===== config.mk =====
export PLATFORM = sky130hd
export DESIGN_NAME = ubank_regfile
export DESIGN_NICKNAME = d
export VERILOG_FILES = /design/src/rtl/ubank_pkg.sv /design/src/rtl/ubank_rst_sync.sv /design/src/rtl/ubank_decode.sv /design/src/rtl/ubank_store.sv /design/src/rtl/ubank_rdpath.sv /design/src/rtl/ubank_regfile.sv
export SDC_FILE = /design/constraint.sdc
export NUM_CORES = 1
export LEC_CHECK = 0
export CORE_ASPECT_RATIO = 1.5
export CORE_MARGIN = 2
export CORE_UTILIZATION = 51
export CTS_CLUSTER_DIAMETER = 150
export DETAILED_ROUTE_END_ITERATION = 16
export GPL_ROUTABILITY_DRIVEN = 0
export PLACE_DENSITY = 0.8
export SETUP_SLACK_MARGIN = 0.1
export SYNTH_ARGS = -nofsm -noshare
export SYNTH_HDL_FRONTEND = slang
export SYNTH_SLANG_ARGS = --single-unit
export TNS_END_PERCENT = 30

===== constraint.sdc =====
create_clock -name clk -period 8.4 [get_ports clk]
set_input_delay 1.68 -clock clk [delete_from_list [all_inputs] [get_ports clk]]
set_output_delay 1.68 -clock clk [all_outputs]
set_load 0.005 [all_outputs]

===== src/rtl/ubank_pkg.sv =====
package ubank_pkg;

  localparam int DW       = 8;
  localparam int LVL_N    = 4;
  localparam int LVL_BASE = 10;
  localparam int LVL_IW   = $clog2(LVL_N);

  typedef enum logic [4:0] {
    T_NONE, T_RXTX, T_INTEN, T_IIRFCR, T_LINE, T_MODEM, T_LSTAT, T_MSTAT,
    T_SCRATCH, T_MODE, T_MODE2, T_LVL, T_BRK, T_AUX, T_SUP, T_TXSTAT,
    T_EBRK, T_DIVLO, T_DIVHI, T_CLKSEL, T_FEAT, T_XON1, T_XON2, T_XOFF1,
    T_XOFF2, T_TRIGC, T_TRIGL
  } tgt_e;

  typedef struct packed {
    logic [DW-1:0] line_ctl;
    logic [DW-1:0] modem_ctl;
    logic [DW-1:0] int_en;
    logic [DW-1:0] feat_ctl;
    logic [DW-1:0] div_lo;
    logic [DW-1:0] div_hi;
    logic [DW-1:0] clk_sel;
    logic [DW-1:0] xon1;
    logic [DW-1:0] xon2;
    logic [DW-1:0] xoff1;
    logic [DW-1:0] xoff2;
    logic [DW-1:0] trig_c;
    logic [DW-1:0] trig_l;
    logic [DW-1:0] fifo_ctl;
    logic [DW-1:0] mode_sel;
    logic [DW-1:0] mode2;
    logic [DW-1:0] brk;
    logic [DW-1:0] aux;
    logic [DW-1:0] sup;
    logic [DW-1:0] ebrk;
    logic [DW-1:0] scratch;
  } cfg_t;

endpackage


===== src/rtl/ubank_rst_sync.sv =====
module ubank_rst_sync (
  input  logic clk,
  input  logic rst_n,
  output logic rst_n_sync
);
  logic [1:0] sync_q;

  always_ff @(posedge clk or negedge rst_n) begin
    if (!rst_n) sync_q <= 2'b00;
    else        sync_q <= {sync_q[0], 1'b1};
  end

  assign rst_n_sync = sync_q[1];
endmodule


===== src/rtl/ubank_decode.sv =====
module ubank_decode
  import ubank_pkg::*;
#(
  parameter int            ADDR_W      = 5,
  parameter logic [DW-1:0] FEAT_KEY    = 8'hBF,
  parameter int            DIV_BIT     = 7,
  parameter int            FEAT_EN_BIT = 4,
  parameter int            TRIG_EN_BIT = 6
) (
  input  logic [ADDR_W-1:0] addr_i,
  input  logic [DW-1:0]     line_ctl_i,
  input  logic [DW-1:0]     feat_ctl_i,
  input  logic [DW-1:0]     modem_ctl_i,
  output tgt_e              tgt_o,
  output logic [LVL_IW-1:0] lvl_idx_o
);
  logic key_hit;
  logic div_on;
  logic trig_on;
  logic [ADDR_W-1:0] rel;

  assign key_hit = (line_ctl_i == FEAT_KEY);
  assign div_on  = line_ctl_i[DIV_BIT];
  assign trig_on = feat_ctl_i[FEAT_EN_BIT] & modem_ctl_i[TRIG_EN_BIT] & ~div_on;
  assign rel       = addr_i - ADDR_W'(LVL_BASE);
  assign lvl_idx_o = rel[LVL_IW-1:0];

  // Priority per offset: flow-character bank, then divisor bank,
  // then trigger bank, then the normal map.
  always_comb begin
    tgt_o = T_NONE;
    case (int'(addr_i))
      0:  tgt_o = div_on  ? T_DIVLO : T_RXTX;
      1:  tgt_o = div_on  ? T_DIVHI : T_INTEN;
      2:  tgt_o = key_hit ? T_FEAT  : T_IIRFCR;
      3:  tgt_o = T_LINE;
      4:  tgt_o = key_hit ? T_XON1  : T_MODEM;
      5:  tgt_o = key_hit ? T_XON2  : T_LSTAT;
      6:  tgt_o = key_hit ? T_XOFF1 : (trig_on ? T_TRIGC : T_MSTAT);
      7:  tgt_o = key_hit ? T_XOFF2 : (trig_on ? T_TRIGL : T_SCRATCH);
      8:  tgt_o = T_MODE;
      9:  tgt_o = T_MODE2;
      10, 11, 12, 13: tgt_o = T_LVL;
      14: tgt_o = T_BRK;
      15: tgt_o = div_on ? T_CLKSEL : T_AUX;
      16: tgt_o = T_SUP;
      17: tgt_o = T_TXSTAT;
      18: tgt_o = T_EBRK;
      default: tgt_o = T_NONE;
    endcase
  end
endmodule


===== src/rtl/ubank_store.sv =====
module ubank_store
  import ubank_pkg::*;
#(
  parameter logic [DW-1:0] MODE_RST    = 8'h07,
  parameter int            FEAT_EN_BIT = 4
) (
  input  logic                clk,
  input  logic                rst_n,
  input  logic                wr_i,
  input  logic [DW-1:0]       wdata_i,
  input  tgt_e                tgt_i,
  input  logic [LVL_IW-1:0]   lvl_idx_i,
  output cfg_t                cfg_o,
  output logic [LVL_N*DW-1:0] thr_o,
  output logic [DW-1:0]       tx_data_o,
  output logic                tx_push_o,
  output logic                fifo_ctl_we_o
);
  cfg_t          cfg_q, cfg_d;
  logic          cfg_en;
  logic          push_d, fwe_d;
  logic          push_q, fwe_q;
  logic [DW-1:0] txd_q;

  assign cfg_en = wr_i;
  assign push_d = wr_i & (tgt_i == T_RXTX);
  assign fwe_d  = wr_i & (tgt_i == T_IIRFCR) & cfg_q.feat_ctl[FEAT_EN_BIT];

  always_comb begin
    cfg_d = cfg_q;
    case (tgt_i)
      T_LINE:    cfg_d.line_ctl  = wdata_i;
      T_MODEM:   cfg_d.modem_ctl = wdata_i;
      T_INTEN:   cfg_d.int_en    = wdata_i;
      T_FEAT:    cfg_d.feat_ctl  = wdata_i;
      T_DIVLO:   cfg_d.div_lo    = wdata_i;
      T_DIVHI:   cfg_d.div_hi    = wdata_i;
      T_CLKSEL:  cfg_d.clk_sel   = wdata_i;
      T_XON1:    cfg_d.xon1      = wdata_i;
      T_XON2:    cfg_d.xon2      = wdata_i;
      T_XOFF1:   cfg_d.xoff1     = wdata_i;
      T_XOFF2:   cfg_d.xoff2     = wdata_i;
      T_TRIGC:   cfg_d.trig_c    = wdata_i;
      T_TRIGL:   cfg_d.trig_l    = wdata_i;
      T_IIRFCR:  if (cfg_q.feat_ctl[FEAT_EN_BIT]) cfg_d.fifo_ctl = wdata_i;
      T_MODE:    cfg_d.mode_sel  = wdata_i;
      T_MODE2:   cfg_d.mode2     = wdata_i;
      T_BRK:     cfg_d.brk       = wdata_i;
      T_AUX:     cfg_d.aux       = wdata_i;
      T_SUP:     cfg_d.sup       = wdata_i;
      T_EBRK:    cfg_d.ebrk      = wdata_i;
      T_SCRATCH: cfg_d.scratch   = wdata_i;
      default:   ;
    endcase
  end

  always_ff @(posedge clk or negedge rst_n) begin
    if (!rst_n) begin
      cfg_q          <= '0;
      cfg_q.mode_sel <= MODE_RST;
    end else if (cfg_en) begin
      cfg_q <= cfg_d;
    end
  end

  always_ff @(posedge clk or negedge rst_n) begin
    if (!rst_n) begin
      push_q <= 1'b0;
      fwe_q  <= 1'b0;
    end else begin
      push_q <= push_d;
      fwe_q  <= fwe_d;
    end
  end

  always_ff @(posedge clk or negedge rst_n) begin
    if (!rst_n)      txd_q <= '0;
    else if (push_d) txd_q <= wdata_i;
  end

  for (genvar g = 0; g < LVL_N; g++) begin : g_lvl
    logic          lane_en;
    logic [DW-1:0] lane_q;
    assign lane_en = wr_i & (tgt_i == T_LVL) & (lvl_idx_i == LVL_IW'(g));
    always_ff @(posedge clk or negedge rst_n) begin
      if (!rst_n)       lane_q <= '0;
      else if (lane_en) lane_q <= wdata_i;
    end
    assign thr_o[g*DW +: DW] = lane_q;
  end

  assign cfg_o         = cfg_q;
  assign tx_data_o     = txd_q;
  assign tx_push_o     = push_q;
  assign fifo_ctl_we_o = fwe_q;
endmodule


===== src/rtl/ubank_rdpath.sv =====
module ubank_rdpath
  import ubank_pkg::*;
(
  input  logic                clk,
  input  logic                rst_n,
  input  logic                rd_i,
  input  tgt_e                tgt_i,
  input  logic [LVL_IW-1:0]   lvl_idx_i,
  input  cfg_t                cfg_i,
  input  logic [DW-1:0]       rx_data_i,
  input  logic [DW-1:0]       irq_id_i,
  input  logic [DW-1:0]       line_status_i,
  input  logic [DW-1:0]       modem_status_i,
  input  logic [DW-1:0]       tx_status_i,
  input  logic [LVL_N*DW-1:0] fifo_status_i,
  output logic [DW-1:0]       rdata_o,
  output logic                rx_pop_o
);
  logic [DW-1:0] rd_mux;
  logic [DW-1:0] rdata_d, rdata_q;
  logic          pop_d, pop_q;

  always_comb begin
    rd_mux = '0;
    case (tgt_i)
      T_RXTX:    rd_mux = rx_data_i;
      T_INTEN:   rd_mux = cfg_i.int_en;
      T_IIRFCR:  rd_mux = irq_id_i;
      T_LINE:    rd_mux = cfg_i.line_ctl;
      T_MODEM:   rd_mux = cfg_i.modem_ctl;
      T_LSTAT:   rd_mux = line_status_i;
      T_MSTAT:   rd_mux = modem_status_i;
      T_SCRATCH: rd_mux = cfg_i.scratch;
      T_MODE:    rd_mux = cfg_i.mode_sel;
      T_MODE2:   rd_mux = cfg_i.mode2;
      T_LVL:     rd_mux = fifo_status_i[lvl_idx_i*DW +: DW];
      T_BRK:     rd_mux = cfg_i.brk;
      T_AUX:     rd_mux = cfg_i.aux;
      T_SUP:     rd_mux = cfg_i.sup;
      T_TXSTAT:  rd_mux = tx_status_i;
      T_EBRK:    rd_mux = cfg_i.ebrk;
      T_DIVLO:   rd_mux = cfg_i.div_lo;
      T_DIVHI:   rd_mux = cfg_i.div_hi;
      T_CLKSEL:  rd_mux = cfg_i.clk_sel;
      T_FEAT:    rd_mux = cfg_i.feat_ctl;
      T_XON1:    rd_mux = cfg_i.xon1;
      T_XON2:    rd_mux = cfg_i.xon2;
      T_XOFF1:   rd_mux = cfg_i.xoff1;
      T_XOFF2:   rd_mux = cfg_i.xoff2;
      T_TRIGC:   rd_mux = cfg_i.trig_c;
      T_TRIGL:   rd_mux = cfg_i.trig_l;
      default:   rd_mux = '0;
    endcase
  end

  assign rdata_d = rd_i ? rd_mux : '0;
  assign pop_d   = rd_i & (tgt_i == T_RXTX);

  always_ff @(posedge clk or negedge rst_n) begin
    if (!rst_n) begin
      rdata_q <= '0;
      pop_q   <= 1'b0;
    end else begin
      rdata_q <= rdata_d;
      pop_q   <= pop_d;
    end
  end

  assign rdata_o  = rdata_q;
  assign rx_pop_o = pop_q;
endmodule


===== src/rtl/ubank_regfile.sv =====
module ubank_regfile
  import ubank_pkg::*;
#(
  parameter int            ADDR_W      = 5,
  parameter logic [DW-1:0] FEAT_KEY    = 8'hBF,
  parameter int            DIV_BIT     = 7,
  parameter int            FEAT_EN_BIT = 4,
  parameter int            TRIG_EN_BIT = 6,
  parameter logic [DW-1:0] MODE_RST    = 8'h07,
  parameter logic [DW-1:0] MODE_OFF    = 8'h07
) (
  input  logic                clk,
  input  logic                rst_n,
  input  logic [ADDR_W-1:0]   bus_addr,
  input  logic [DW-1:0]       bus_wdata,
  input  logic                bus_rd,
  input  logic                bus_wr,
  output logic [DW-1:0]       bus_rdata,
  input  logic [DW-1:0]       rx_data,
  input  logic [DW-1:0]       irq_id,
  input  logic [DW-1:0]       line_status,
  input  logic [DW-1:0]       modem_status,
  input  logic [DW-1:0]       tx_status,
  input  logic [LVL_N*DW-1:0] fifo_status,
  output logic                rx_pop,
  output logic [DW-1:0]       tx_data,
  output logic                tx_push,
  output logic [2*DW-1:0]     divisor,
  output logic [DW-1:0]       line_ctl,
  output logic [DW-1:0]       modem_ctl,
  output logic [DW-1:0]       int_en,
  output logic [DW-1:0]       feat_ctl,
  output logic [2*DW-1:0]     xon_chars,
  output logic [2*DW-1:0]     xoff_chars,
  output logic [DW-1:0]       trig_ctl,
  output logic [DW-1:0]       trig_lvl,
  output logic [DW-1:0]       fifo_ctl,
  output logic                fifo_ctl_we,
  output logic [DW-1:0]       mode_sel,
  output logic                uart_off,
  output logic [LVL_N*DW-1:0] fifo_thr
);
  logic              rst_n_s;
  tgt_e              tgt;
  logic [LVL_IW-1:0] lvl_idx;
  cfg_t              cfg;

  ubank_rst_sync u_rst (
    .clk        (clk),
    .rst_n      (rst_n),
    .rst_n_sync (rst_n_s)
  );

  ubank_decode #(
    .ADDR_W      (ADDR_W),
    .FEAT_KEY    (FEAT_KEY),
    .DIV_BIT     (DIV_BIT),
    .FEAT_EN_BIT (FEAT_EN_BIT),
    .TRIG_EN_BIT (TRIG_EN_BIT)
  ) u_dec (
    .addr_i      (bus_addr),
    .line_ctl_i  (cfg.line_ctl),
    .feat_ctl_i  (cfg.feat_ctl),
    .modem_ctl_i (cfg.modem_ctl),
    .tgt_o       (tgt),
    .lvl_idx_o   (lvl_idx)
  );

  ubank_store #(
    .MODE_RST    (MODE_RST),
    .FEAT_EN_BIT (FEAT_EN_BIT)
  ) u_store (
    .clk           (clk),
    .rst_n         (rst_n_s),
    .wr_i          (bus_wr),
    .wdata_i       (bus_wdata),
    .tgt_i         (tgt),
    .lvl_idx_i     (lvl_idx),
    .cfg_o         (cfg),
    .thr_o         (fifo_thr),
    .tx_data_o     (tx_data),
    .tx_push_o     (tx_push),
    .fifo_ctl_we_o (fifo_ctl_we)
  );

  ubank_rdpath u_rd (
    .clk            (clk),
    .rst_n          (rst_n_s),
    .rd_i           (bus_rd),
    .tgt_i          (tgt),
    .lvl_idx_i      (lvl_idx),
    .cfg_i          (cfg),
    .rx_data_i      (rx_data),
    .irq_id_i       (irq_id),
    .line_status_i  (line_status),
    .modem_status_i (modem_status),
    .tx_status_i    (tx_status),
    .fifo_status_i  (fifo_status),
    .rdata_o        (bus_rdata),
    .rx_pop_o       (rx_pop)
  );

  assign divisor    = {cfg.div_hi, cfg.div_lo};
  assign line_ctl   = cfg.line_ctl;
  assign modem_ctl  = cfg.modem_ctl;
  assign int_en     = cfg.int_en;
  assign feat_ctl   = cfg.feat_ctl;
  assign xon_chars  = {cfg.xon2, cfg.xon1};
  assign xoff_chars = {cfg.xoff2, cfg.xoff1};
  assign trig_ctl   = cfg.trig_c;
  assign trig_lvl   = cfg.trig_l;
  assign fifo_ctl   = cfg.fifo_ctl;
  assign mode_sel   = cfg.mode_sel;
  assign uart_off   = (cfg.mode_sel == MODE_OFF);
endmodule


==> impl_metrics.yaml <==
yosys:
  netlist_area_um2: 11300
  synth-seq-cells: 221
  synth_area_per_cell_um2: 12.35
  ys.flop_type: "dfrtp_1"
  synth_edf_count: 0
  yosys.cell_types.count: 69
  synth_top_area_share_pct: 48.28
  syn_inst: 915
  synthArstFlopShare_pct: 100.0
  synth_area_leaders: "dfrtp_1 (48%), mux2_2 (20%), buf_4 (7.8%)"
  ys_top_cells_by_count: "dfrtp_1 (218), mux2_2 (205), buf_4 (118)"
  yosysWarningCount: 0
  synth_top_area_cell: "dfrtp_1"
  synth_nets: 1004
  yosysMostFrequentCell: "dfrtp_1"
  ys_seq_area_share_pct: 48.98
placed_design:
  pre_cts_ws_ns: 2.682
  io_buffers: 252
  dpl-instance-area_um2: 13200
  place_hpwl_um: 22690
  dp.cells: 1290
drt:
  first_pass_iters: 6
  wl_um: 32510
  drt-initial-drc-count: 614
  wire_per_inst_um: 24.50
  drc_errors: 0
  num_vias: 8000
  ant_nets: 0
  via_per_inst: 6.029
clock_network:
  numCtsBuffers: 21
  root_buffer: "clkbuf_16"
  clkSinkCount: 221
  clkTransAtPathRegs_ns: 0.06
  cts_hold_buffers: 0
  htree_levels: 1
  cts.repair.resized: 0
  cts_tree: "done"
  clkLatencyLatePin_ns: 0.50
  cts_setup_buffers: 0
  clockBufferDepth: 3
timing:
  post-route-period-util_pct: 64.27
  setup_viol: 0
  worst_pin_slew_ns: 1.313
  rsz0062_at_grt: "no"
  hold_viol_final: 0
  relSlewSlack_pct: 11.82
  setup_tns_ns: 0
  min_period_ns: 5.399
  holdWs_ns: 0.2830
  fin_ws_ns: 3.001
  fmax_mhz: 185.2
  final_max_slew_viol_count: 0
  skew_ns: 0.009510
global_routing:
  grt_pass1_wl_um: 49470
  top_usage_layer: "met2"
  grtUsageMet3_pct: 3.719
  grt_use_total_pct: 27.50
  grt_use_met1_pct: 33.71
  overflow: 0
  antenna_found_initial: 0
  grt_pass1_vias: 8194
  grt.met2_usage_pct: 50.34
  grt_max_degree: 188
pwr:
  pwr-share-seq_pct: 46.4
  power_frac_clock_pct: 33.5
  leakagePower_nw: 6.166
  powerDensity_nw_per_um2: 208.3
  p_switching_mw: 0.7416
  comb_power_share_pct: 20.2
  vdd_drop_max_mv: 0.1639
  p_sw_share_pct: 25.64
  p_total_mw: 2.892
  p_int_mw: 2.150
die:
  die_y_um: 186.3
  floorplan.die_area_um2: 23390
  num_rows: 66
  die_w_um: 125.5
  io-pin-count: 253
  start_util_pct: 52.02
  design.core.area_um2: 21720
worst_setup_path:
  crit_path_top_delay_cell: "nor3_1"
  max_stage_delay_ns: 1.04
  rr_worst_depth: 7
  worstPathArrival_ns: 5.78
  cp-endpoint: "u_store.cfg_o[122]"
  crit_chain: "clkdlybuf4s50_1 -> nand3_1 -> nor3_1 -> o21bai_1 -> o21a_1 -> nand3_2 -> nor2_4 -> mux2_2"
  worst_setup_path_end_kind: "flip-flop"
  worstReg2RegStart: "u_store.cfg_o[167]"
  criticalPathCategory: "input port to flip-flop"
  crit_start: "bus_addr[3]"
  ff2ff_setup_slack_ns: 4.56
  crit_fanout: 20
  regToRegEndpoint: "u_store.cfg_o[122]"
  start_kind: "input port"
  critPathRequiredTime_ns: 8.78
worst_hold_path:
  hold_class: "flip-flop to async pin"
layout:
  final_area_um2: 13880
  nets: 1130
  stdcell_count: 1327
  syn2layout_area_growth_pct: 22.86
  final_layout_size_suffix_gt1_share_pct: 27.87
  nFillCells: 1680
  fin_util_pct: 63.91
  num_antenna_cells: 0
run:
  maxCapViolations: 0
outcome:
  outcome: "completed"
==> cell usage in the layout (no fill, tap or decap), drive strengths merged, types with 8 or more instances in the layout <==
cell / instances
buf: 14
a222oi: 10
o22ai: 10
clkbuf: 28
clkdlybuf4s50: 251
o21ai: 10
a221oi: 14
nand3: 13
a22oi: 21
a21oi: 12
dfrtp: 218
nor2: 32
mux4: 8
nand2: 68
nor3: 8
mux2i: 31
mux2: 207
nand4: 8
==> power by group through the flow <==
stage / Sequential [mW] / Combinational, mW / Clock [mW]
after floorplan: 1.33 / 0.320 / 0
after global placement: 1.35 / 0.572 / 0
after detailed placement: 1.36 / 0.585 / 0
after CTS: 1.34 / 0.588 / 0.981
after global routing: 1.36 / 0.624 / 1.02
final: 1.34 / 0.583 / 0.968
==> registers in the layout, summed over array words and instances, names as in the netlist <==
name and flops:
u_store.g_lvl.lane_q 32, u_store.fifo_ctl_we_o 1, u_rd.rdata_o 8, u_store.cfg_o 168, u_store.tx_push_o 1, u_store.tx_data_o 8
u_rst.sync_q 2, u_rd.rx_pop_o 1
==> worst max-delay path, delay by kind of cell <==
family | cells | cell delay (ns)
AOI/OAI and AO/OA | 2 | 0.81
and+or+nand+nor | 4 | 1.98
buffers and inverters | 1 | 0.92
muxes | 1 | 0.38
==> layout make-up <==
class	count	area (um^2)	share of cell area, %
Inverter	5	18.77	0.1352
Sequential cell	221	5538	39.90
Tap cell	272	340.3	2.452
Clock buffer	28	561.8	4.047
Timing Repair Buffer	265	2628	18.93
Clock inverter	9	122.6	0.8834
Multi-Input combinational cell	527	4672	33.66
==> how the worst min path moves through the flow <==
stage | startpoint | endpoint | slack, ns | cells past startpoint
after floorplan | u_rst.sync_q[0] | u_rst.sync_q[1] | 0.33 | 0
after global placement | u_rst.sync_q[1] | u_store.g_lvl[0].lane_q[5] | 0.29 | 0
after detailed placement | u_rst.sync_q[1] | u_store.g_lvl[1].lane_q[5] | 0.30 | 0
after CTS | u_rst.sync_q[1] | u_store.g_lvl[0].lane_q[5] | 0.31 | 0
after global routing | u_rst.sync_q[1] | u_store.g_lvl[1].lane_q[5] | 0.33 | 0
final | u_rst.sync_q[1] | u_store.g_lvl[1].lane_q[5] | 0.28 | 0
==> cell families after synthesis <==
| group | Yosys count | synth area share (%) |
|---|---|---|
| xor gates and xnor gates | 2 | 0.1551 |
| AOI/OAI and AO/OA | 108 | 7.132 |
| other | 1 | 0.03319 |
| and+or+nand+nor | 170 | 9.048 |
| buffers and inverters | 167 | 9.679 |
| muxes | 246 | 24.97 |
| DFF | 221 | 48.98 |
==> routing by layer <==
metal | routed length (um) | share of wire, %
met5 | 0 | 0
met4 | 1018 | 3.1
met3 | 2199 | 6.8
met1 | 12180 | 37
met2 | 17110 | 53
No activity file was read; power rests on OpenSTA's default activity.
